$ cat src/rtl/errsig_pkg.sv
package errsig_pkg;
    parameter int unsigned STAT_W = 32;
    parameter int unsigned SRC_W  = 16;
    parameter int unsigned DSTA_W = 4;

    localparam logic [STAT_W-1:0] COR_SUPPORTED = STAT_W'(32'h0000F1C1);
    localparam logic [STAT_W-1:0] UNC_SUPPORTED = STAT_W'(32'h077FF030);
    localparam logic [STAT_W-1:0] UNC_FATAL_DEF = STAT_W'(32'h00462030);

    localparam int unsigned UR_BIT  = 20;
    localparam int unsigned ADV_BIT = 13;
    localparam int unsigned HLO_BIT = 15;

    localparam int unsigned DS_COR = 0;
    localparam int unsigned DS_NF  = 1;
    localparam int unsigned DS_FAT = 2;
    localparam int unsigned DS_UR  = 3;

    typedef enum logic [1:0] {
        SEV_NONE     = 2'd0,
        SEV_COR      = 2'd1,
        SEV_NONFATAL = 2'd2,
        SEV_FATAL    = 2'd3
    } sev_e;

    typedef struct packed {
        logic [DSTA_W-1:0] dsta;
        logic [STAT_W-1:0] cor;
        logic [STAT_W-1:0] unc;
        logic              log_req;
        logic [STAT_W-1:0] log_st;
        logic              msg_v;
        sev_e              sev;
        logic [SRC_W-1:0]  src;
    } sig_t;

    typedef struct packed {
        sig_t             out;
        logic [SRC_W-1:0] src_hold;
    } state_t;
endpackage

$ cat src/rtl/errsig_decode.sv
module errsig_decode
    import errsig_pkg::*;
(
    input  logic [STAT_W-1:0] raw,
    input  logic              is_cor,
    input  logic              aer_en,
    input  logic [STAT_W-1:0] sev_prog,
    output logic [STAT_W-1:0] sup,
    output logic              ok,
    output logic              is_ur,
    output logic              is_fatal
);
    logic [STAT_W-1:0] fatal_set;

    always_comb begin
        sup       = raw & (is_cor ? COR_SUPPORTED : UNC_SUPPORTED);
        ok        = (sup != '0) && ((sup & (sup - STAT_W'(1))) == '0);
        is_ur     = !is_cor && (sup == (STAT_W'(1) << UR_BIT));
        fatal_set = aer_en ? sev_prog : UNC_FATAL_DEF;
        is_fatal  = !is_cor && ((sup & fatal_set) != '0);
    end
endmodule

$ cat src/rtl/errsig_route.sv
module errsig_route
    import errsig_pkg::*;
(
    input  logic              ok,
    input  logic              is_cor,
    input  logic              adv,
    input  logic              is_ur,
    input  logic              is_fatal,
    input  logic [STAT_W-1:0] sup,
    input  logic [SRC_W-1:0]  src,
    input  logic              aer_en,
    input  logic [STAT_W-1:0] unc_mask,
    input  logic [STAT_W-1:0] cor_mask,
    input  logic              cor_rep_en,
    input  logic              nf_rep_en,
    input  logic              fatal_rep_en,
    input  logic              ur_rep_en,
    input  logic              serr_en,
    output sig_t              res
);
    logic [STAT_W-1:0] cstat;
    logic              stop;
    logic              send;

    always_comb begin
        res   = '0;
        cstat = '0;
        stop  = 1'b0;
        send  = 1'b0;
        if (ok) begin
            if (is_cor || (!is_fatal && adv)) begin
                cstat              = is_cor ? sup : (STAT_W'(1) << ADV_BIT);
                res.dsta[DS_COR]   = 1'b1;
                res.dsta[DS_UR]    = is_ur;
                if (aer_en) begin
                    res.cor = cstat;
                    if ((cstat & cor_mask) != '0) begin
                        stop = 1'b1;
                    end else if (!is_cor) begin
                        res.unc = sup;
                        if ((sup & unc_mask) == '0) begin
                            res.log_req = 1'b1;
                            res.log_st  = sup;
                        end
                    end
                end
                send = !stop && cor_rep_en && !(is_ur && !ur_rep_en);
                if (send) begin
                    res.sev = SEV_COR;
                end
            end else begin
                res.dsta[DS_FAT] = is_fatal;
                res.dsta[DS_NF]  = !is_fatal;
                res.dsta[DS_UR]  = is_ur;
                if (aer_en) begin
                    res.unc = sup;
                    if ((sup & unc_mask) != '0) begin
                        stop = 1'b1;
                    end else begin
                        res.log_req = 1'b1;
                        res.log_st  = sup;
                    end
                end
                if (!stop && !(is_ur && !ur_rep_en && !serr_en)) begin
                    send = serr_en || (is_fatal ? fatal_rep_en : nf_rep_en);
                end
                if (send) begin
                    res.sev = is_fatal ? SEV_FATAL : SEV_NONFATAL;
                end
            end
            res.msg_v = send;
            res.src   = send ? src : '0;
        end
    end
endmodule

$ cat src/rtl/errsig_classifier.sv
module errsig_classifier
    import errsig_pkg::*;
(
    input  logic              clk,
    input  logic              rst_n,
    input  logic              evt_valid,
    output logic              evt_ready,
    input  logic [31:0]       evt_status,
    input  logic              evt_is_cor,
    input  logic              evt_maybe_adv,
    input  logic [15:0]       evt_src,
    input  logic              cfg_aer_en,
    input  logic [31:0]       cfg_unc_mask,
    input  logic [31:0]       cfg_unc_sev,
    input  logic [31:0]       cfg_cor_mask,
    input  logic              cfg_cor_rep_en,
    input  logic              cfg_nf_rep_en,
    input  logic              cfg_fatal_rep_en,
    input  logic              cfg_ur_rep_en,
    input  logic              cfg_serr_en,
    input  logic              log_ovf,
    output logic [3:0]        dev_sta_set,
    output logic [31:0]       cor_sta_set,
    output logic [31:0]       unc_sta_set,
    output logic              log_req,
    output logic [31:0]       log_status,
    output logic              msg_valid,
    output logic [1:0]        msg_sev,
    output logic [15:0]       msg_src
);
    state_t            st_d, st_q;
    logic              accept, ovf_go;
    logic [STAT_W-1:0] raw_sel;
    logic              cor_sel, adv_sel;
    logic [SRC_W-1:0]  src_sel;
    logic [STAT_W-1:0] dec_sup;
    logic              dec_ok, dec_ur, dec_fatal;
    sig_t              route_res;

    assign evt_ready = !st_q.out.log_req;
    assign accept    = evt_valid && evt_ready;
    assign ovf_go    = st_q.out.log_req && log_ovf;

    always_comb begin
        raw_sel = ovf_go ? (STAT_W'(1) << HLO_BIT) : evt_status;
        cor_sel = ovf_go || evt_is_cor;
        adv_sel = !ovf_go && evt_maybe_adv;
        src_sel = ovf_go ? st_q.src_hold : evt_src;
    end

    errsig_decode u_decode (
        .raw      (raw_sel),
        .is_cor   (cor_sel),
        .aer_en   (cfg_aer_en),
        .sev_prog (cfg_unc_sev),
        .sup      (dec_sup),
        .ok       (dec_ok),
        .is_ur    (dec_ur),
        .is_fatal (dec_fatal)
    );

    errsig_route u_route (
        .ok           (dec_ok),
        .is_cor       (cor_sel),
        .adv          (adv_sel),
        .is_ur        (dec_ur),
        .is_fatal     (dec_fatal),
        .sup          (dec_sup),
        .src          (src_sel),
        .aer_en       (cfg_aer_en),
        .unc_mask     (cfg_unc_mask),
        .cor_mask     (cfg_cor_mask),
        .cor_rep_en   (cfg_cor_rep_en),
        .nf_rep_en    (cfg_nf_rep_en),
        .fatal_rep_en (cfg_fatal_rep_en),
        .ur_rep_en    (cfg_ur_rep_en),
        .serr_en      (cfg_serr_en),
        .res          (route_res)
    );

    always_comb begin
        st_d          = st_q;
        st_d.out      = (accept || ovf_go) ? route_res : '0;
        st_d.src_hold = accept ? evt_src : st_q.src_hold;
    end

    always_ff @(posedge clk) begin
        if (!rst_n) begin
            st_q <= '0;
        end else begin
            st_q <= st_d;
        end
    end

    assign dev_sta_set = st_q.out.dsta;
    assign cor_sta_set = st_q.out.cor;
    assign unc_sta_set = st_q.out.unc;
    assign log_req     = st_q.out.log_req;
    assign log_status  = st_q.out.log_st;
    assign msg_valid   = st_q.out.msg_v;
    assign msg_sev     = st_q.out.sev;
    assign msg_src     = st_q.out.src;
endmodule

$ cat config.mk
export PLATFORM = sky130hd
export DESIGN_NAME = errsig_classifier
export DESIGN_NICKNAME = d
export VERILOG_FILES = /design/src/rtl/errsig_pkg.sv /design/src/rtl/errsig_decode.sv /design/src/rtl/errsig_route.sv /design/src/rtl/errsig_classifier.sv
export SDC_FILE = /design/constraint.sdc
export NUM_CORES = 1
export LEC_CHECK = 0
export ABC_AREA = 0
export CORE_MARGIN = 2
export CORE_UTILIZATION = 35
export CTS_CLUSTER_DIAMETER = 40
export DETAILED_ROUTE_END_ITERATION = 12
export GPL_ROUTABILITY_DRIVEN = 0
export PLACE_DENSITY = 0.79
export SYNTH_ARGS = -nofsm -noshare
export SYNTH_HDL_FRONTEND = slang
export SYNTH_SLANG_ARGS = --single-unit
$ cat constraint.sdc
create_clock -name clk -period 2.4 [get_ports clk]
set_input_delay 0.48 -clock clk [delete_from_list [all_inputs] [get_ports clk]]
set_output_delay 0.48 -clock clk [all_outputs]
set_load 0.01 [all_outputs]
==> results of run 1 <==
## kinds of logic after synthesis
logic type             Yosys count  synth area share
and+or+nand+nor                166             0.166
DFF                            100             0.413
muxes                           16            0.0330
AOI/OAI and AO/OA               96             0.162
other                            1          0.000774
buffers and inverters          159             0.225
## cell usage in the layout (no fill, tap or decap), types with 7 or more instances in the layout
cell type / Yosys / final
a21boi_0: 17 / 17
a21oi_1: 12 / 9
buf_2: 3 / 10
buf_4: 119 / 90
buf_6: 6 / 19
clkbuf_16: 0 / 9
clkbuf_2: 0 / 8
clkdlybuf4s50_1: 0 / 141
conb_1: 1 / 56
dfxtp_1: 100 / 99
dlygate4sd2_1: 0 / 14
inv_1: 18 / 17
mux2i_1: 16 / 16
nand2_1: 55 / 54
nor2_1: 32 / 25
nor3_1: 27 / 11
nor3_2: 3 / 9
nor3_4: 0 / 10
nor4_2: 0 / 7
## registers in the layout, indices dropped and copies added (netlist names)
name and count:
dev_sta_set 4, unc_sta_set 20, st_q 16, msg_sev 2
log_status 20, log_req 1, msg_valid 1, cor_sta_set 20
msg_src 16
## final timing paths
check        cells past startpoint  slack, ps         end
max                             11        -50  msg_src[5]
max reg2reg                      9        -20  msg_src[5]
min reg2reg                      2        460     st_q[5]
min                              2        460     st_q[5]
## routing by layer
metal,part of all wire,global-route usage
met2,0.49,0.333
met3,0.082,0.0370
met1,0.40,0.263
met4,0.024,0.0589
met5,0,0
## power groups by stage
stage	registers [W]	clock network, W	logic (W)
finish	0.00170	0.00147	0.000761
global route	0.00170	0.00158	0.000808
detailed placement	0.00174	0	0.000615
floorplan	0.00174	0	0.000309
global placement	0.00174	0	0.000610
CTS	0.00170	0.00151	0.000697
## synth_stat cells, drive strengths merged, types with 7 or more instances
cell / n / area share
a21boi: 17 / 0.026
a22oi: 8 / 0.012
nor4: 12 / 0.015
buf: 129 / 0.20
nor3: 30 / 0.034
nand3: 7 / 0.0072
nand2: 57 / 0.045
clkbuf: 12 / 0.0093
dfxtp: 100 / 0.41
a21oi: 12 / 0.012
nor2: 33 / 0.026
inv: 18 / 0.014
mux2i: 16 / 0.033
## through the flow
stage                     instance area (sq um)  setup TNS (ps)
after floorplan                            5160            -532
after global placement                     6830          -38120
after detailed placement                   6830          -42340
after CTS                                  7510               0
after global routing                       7850           -1640
final                                      7850            -549
## final cells by class
type / count / share of cell area
Clock buffer: 9 / 0.0287
Clock inverter: 7 / 0.0107
Inverter: 18 / 0.00860
Multi-Input combinational cell: 334 / 0.322
Sequential cell: 100 / 0.255
Tap cell: 176 / 0.0280
Timing Repair Buffer: 295 / 0.347
## worst max-delay path, delay by kind of cell
kind                   cells  cell delay, ps
and+or+nand+nor            2             580
AOI/OAI and AO/OA          4             860
buffers and inverters      5             760
## what timing repair did
item	CTS	global route
cloned	3	1
setup buffers	16	9
gates resized for setup	111	102
hold buffers	0	0
pin swaps	24	43
hold endpoints to repair	0	0
endpoints found under the setup margin	64	64
==> results by group, run 1 <==
Clock tree
  • Clock transition at path regs: 70 ps
  • Clk_lat worst skew: 340 ps
  • CTS Buf Count: 9
  • Root Driver: clkbuf_16
  • H-tree Lvls: 3
  • CTS tree: done
  • Clock tree buffer depth: 2
  • Clock sink total: 100

Power and ir drop
  • Power share of the clock group: 0.374
  • Max VDD drop: 0.306 mV
  • Pwr per Cell Area: 501 nW/um^2
  • Seq pwr share: 0.433
  • Sw power: 0.00102 W
  • Sw Ratio: 0.260
  • Combinational power share: 0.193
  • Internal Pwr Total: 0.00291 W
  • Leakage: 3.34 nW
  • Pwr Total: 0.00393 W

Placement
  • DP Worst Slack: -737 ps
  • Cell Count Post-Placement: 898
  • Port buffer count: 180
  • Hpwl dp: 11.1 mm

STA
  • Hold WS: 461 ps
  • Crit path time final: 2450 ps
  • Achievable Freq: 408 MHz
  • Slew Viols, Final: 0
  • Final period util: 1.02
  • RSZ-0062 raised after global routing: true
  • Final Setup Violations: 17
  • Clock Skews: 5.35 ps
  • Final Worst Setup Slack: -49.5 ps
  • Rel. slew slack: 0.629
  • Worst-margin pin slew: 555 ps
  • Final Hold Viols: 0

Floorplanning
  • DIE HEIGHT: 122 microns
  • Core Area: 13400 sq um
  • IO Count: 277
  • DIE AREA: 14800 sq um
  • Chip Width: 122 microns
  • Starting Density: 0.362
  • # rows: 42

Global route
  • Initial antenna violation count: 0
  • Vias in the first global route: 4256
  • Total track usage: 0.199
  • Gr ovfl total: 0
  • First-pass GRT wire length: 22.8 mm
  • Largest net degree at the start of global routing: 19

Flow run
  • Max cap viols: 0

Worst setup path
  • Arrival time at the worst endpoint: 2680 ps
  • Worst setup path start: evt_status[26]
  • Critical Path Slowest Stage Cell: or4_4
  • CP endpoint kind: flip-flop
  • CP max stage delay: 540 ps
  • Worst path cell trace: clkdlybuf4s15_1 > buf_4 > inv_2 > a311o_1 > o2111ai_4 > or4_4 > o2bb2a_4 > a32oi_4 > buf_6 > buf_16 > nor3_2
  • Critical Path RT: 2630 ps
  • Startpoint Class: input pin
  • Kind of critical path: in -> reg
  • Worst Path Max Fanout: 8
  • FF-to-FF Start: log_req

Worst hold path
  • Worst Hold Class: reg -> reg
  • Min-delay src: st_q[5]

Logic synthesis
  • Seq/Total Area, Yosys: 0.413
  • Dominant synthesized flop cell: dfxtp_1
  • Netlist Area Pre-Place: 4850 sq um
  • Post-synthesis register bit count: 100
  • EDFF count, synth: 0
  • Share of synthesized flip-flops with an asynchronous set or reset: 0
  • Ys Warns: 0
  • Avg Cell Area, Syn: 9.01 sq um
  • Cells after synthesis: 538
  • Netlist cell types: 61

Layout
  • Fraction of layout instances using a drive strength above 1: 0.317
  • Finished Layout Cells: 939
  • Fillers: 1133
  • Area grow syn2layout: 62.0%
  • Antenna Cells: 0
  • Register Area: 2010 sq um
  • Finished Core Util: 0.586
  • Total Nets Final: 914
  • Multi-input logic area: 2530 sq um

Routing
  • 1st-iter DRT viols: 280
  • # DRC: 0
  • DR vias: 4571
  • WL final: 15.6 mm
  • Post-route antenna net violation count: 0
  • Routed wire per std cell: 16.6 microns
  • Via/cell ratio: 4.87
  • DRT Pass-1 Iters: 5

Run status
  • Status: finished with violations
  • Failing checks: negative setup slack
Power figures use the tool's default switching activity.
==> run 2, diff against run 1 <==
- MAX_ROUTING_LAYER: unset -> met4
==> run 2 against run 1 <==
Net effect: the flow still finishes with violations (negative setup slack); combinational power is 0.5% lower; critical path type unchanged; sequential cell count stayed put; clock power hardly changed; largest power group unchanged; wire length is 1.7% higher; die area stayed put; via count is 0.74% lower; non-clock buffer count stayed put; hold slack hardly changed; setup slack better by 3.6 ps; register-to-register slack hardly changed; global-route usage is 0.60 points higher.
==> results by group, run 2 (same netlist as run 1, synthesis figures left out) <==
Layout
  • Finished Core Util: 0.586 (about the same)
  • Total Nets Final: 914 (unchanged)
  • Commonest non-fill, non-tap cells in the layout: clkdlybuf4s50_1 (141), dfxtp_1 (99), buf_4 (90), conb_1 (56), nand2_1 (54)
  • Commonest non-fill, non-tap cell in the layout: clkdlybuf4s50_1
  • Area grow syn2layout: 61.9% (about the same)
  • Fillers: 1123 (-0.88%)
  • Register Area: 2010 sq um (unchanged)
  • Fraction of layout instances using a drive strength above 1: 0.316 (-0.00131)
  • Finished Layout Cells: 940 (+0.11%)
  • Final Cell Area: 7850 sq um (about the same)
  • Multi-input logic area: 2510 sq um (-0.84%)

Placement
  • Port buffer count: 180 (unchanged)
  • Cell Count Post-Placement: 898 (unchanged)
  • Placed instance area: 6830 sq um (unchanged)
  • Hpwl dp: 11.1 mm (unchanged)

STA
  • Slew Viols, Final: 0 (unchanged)
  • Crit path time final: 2450 ps (-3.61 ps)
  • Final Worst Setup Slack: -45.9 ps (+3.61 ps)
  • Setup tns final: -417 ps (+132 ps)
  • Rel. slew slack: 0.625 (-0.00383)
  • Final Hold Viols: 0 (unchanged)
  • Final period util: 1.02 (-0.00151)
  • RSZ-0062 raised after global routing: true
  • Achievable Freq: 409 MHz (+0.15%)
  • Worst-margin pin slew: 561 ps (+5.73 ps)
  • Final Setup Violations: 17 (unchanged)
  • Clock Skews: 4.77 ps (-0.578 ps)

Routing
  • Via/cell ratio: 4.83 (-0.85%)
  • DRT Pass-1 Iters: 5 (unchanged)
  • WL final: 15.9 mm (+1.7%)
  • 1st-iter DRT viols: 313 (+12%)
  • Post-route antenna net violation count: 0 (unchanged)
  • DR vias: 4537 (-0.74%)
  • # DRC: 0 (unchanged)
  • Routed wire per std cell: 16.9 microns (+1.6%)

Run status
  • Failing checks: negative setup slack
  • Status: finished with violations

Worst hold path
  • Min-delay src: st_q[5]
  • Worst Hold Class: reg -> reg
  • Hold path cells: 2 (unchanged)
  • Worst Hold Endpoint: st_q[5]

Global route
  • Total track usage: 0.205 (+0.00605)
  • Vias in the first global route: 4252 (-0.094%)
  • Gr ovfl total: 0 (unchanged)
  • First-pass GRT wire length: 22.7 mm (about the same)
  • Largest net degree at the start of global routing: 19 (unchanged)
  • Initial antenna violation count: 1 (+1)

Flow run
  • Max cap viols: 0 (unchanged)

Worst setup path
  • Startpoint Class: input pin
  • Arrival time at the worst endpoint: 2680 ps (about the same)
  • R2R Setup Slk: -10 ps (about the same)
  • FF-to-FF Start: log_req
  • CP endpoint kind: flip-flop
  • Kind of critical path: in -> reg
  • Worst r2r path cells: 9 (unchanged)
  • Critical Path RT: 2630 ps (about the same)
  • Worst Path Max Fanout: 8 (unchanged)
  • RR Endpoint: msg_src[5]

Floorplanning
  • DIE AREA: 14800 sq um (unchanged)
  • # rows: 42 (unchanged)
  • IO Count: 277 (unchanged)
  • DIE HEIGHT: 122 microns (unchanged)
  • Starting Density: 0.362 (unchanged)
  • Chip Width: 122 microns (unchanged)
  • Core Area: 13400 sq um (unchanged)

Clock tree
  • Clock transition at path regs: 70 ps (about the same)
  • Clock tree buffer depth: 2 (unchanged)
  • Clock sink total: 100 (unchanged)
  • Hold buffer count at cts: 0 (unchanged)
  • H-tree Lvls: 3 (unchanged)
  • Root Driver: clkbuf_16
  • CTS tree: done
  • CTS Buf Count: 9 (unchanged)
  • Clk_lat worst skew: 340 ps (about the same)

Power and ir drop
  • Leakage: 3.34 nW (+0.16%)
  • Max VDD drop: 0.310 mV (+1.4%)
  • Pwr Total: 0.00394 W (+0.16%)
  • Pwr per Cell Area: 502 nW/um^2 (+0.22%)
-- run 2: cell count changes in the layout (fill, tap and decap cells not counted), sizes merged --
cell    previous run  this run
clkbuf            17        18
buf              123       122
diode              0         1
-- run 2: layer usage --
| metal | track usage | wire length (microns) |
|---|---|---|
| met3 | 0.0356 | 993 |
| met4 | 0.0546 | 361 |
| met1 | 0.267 | 6740 |
| met5 | - | 0 |
| met2 | 0.332 | 7770 |
-- run 2: metrics by stage --
| stage | hold WS (ps) | worst slack, ps |
|---|---|---|
| 6_report | 461 | -45.9 |
| 5_1_grt | 484 | -93.8 |
| 4_1_cts | 464 | 0.556 |
| 3_5_place_dp | 455 | -737 |
| 3_3_place_gp | 448 | -723 |
| 2_1_floorplan | 443 | -48.5 |
-- run 2: timing repair --
item,4_1_cts,5_1_grt
setup buffers,16,8
pin swaps,24,41
hold endpoints to repair,0,0
resized for setup,111,96
setup endpoints to repair,64,64
gates cloned,3,2
-- run 2: worst max-delay path by stage --
| stage | start | endpoint | depth (start not counted) |
|---|---|---|---|
| finish | cfg_unc_sev[18] | msg_src[5] | 10 |
| floorplan | evt_status[5] | msg_src[6] | 8 |
| detailed placement | evt_is_cor | unc_sta_set[16] | 12 |
| global placement | evt_is_cor | unc_sta_set[16] | 12 |
| global route | evt_is_cor | msg_src[5] | 11 |
| CTS | evt_status[12] | msg_src[5] | 10 |
-- run 2: layout make-up --
class / instances / share of cell area
Antenna cell: 1 / 0.000319
Multi-Input combinational cell: 334 / 0.319
Tap cell: 176 / 0.0281
Clock inverter: 7 / 0.0107
Clock buffer: 9 / 0.0287
Sequential cell: 100 / 0.256
Inverter: 18 / 0.00861
Timing Repair Buffer: 295 / 0.349
-- run 2: worst max-delay path, cell delays in order --
cell and delay, ps:
clkdlybuf4s50_1 400, nand2b_4 150, a32oi_2 200, o22ai_2 110
or3_4 340, a221o_1 380, a32oi_4 260, buf_6 160
buf_16 150, nor3_2 40
-- run 2: where the power goes --
| part | total, W | internal (W) | switching, W |
|---|---|---|---|
| Sequential | 0.00170 | 0.00169 | 0.0000110 |
| Clock | 0.00148 | 0.000827 | 0.000653 |
| Combinational | 0.000757 | 0.000391 | 0.000366 |
| Total | 0.00394 | 0.00291 | 0.00103 |
==> run 3, diff against run 2 <==
- TNS_END_PERCENT: unset -> 100
==> results of run 3 <==
The final DEF is identical to that of run 2; final timing and power are the same.
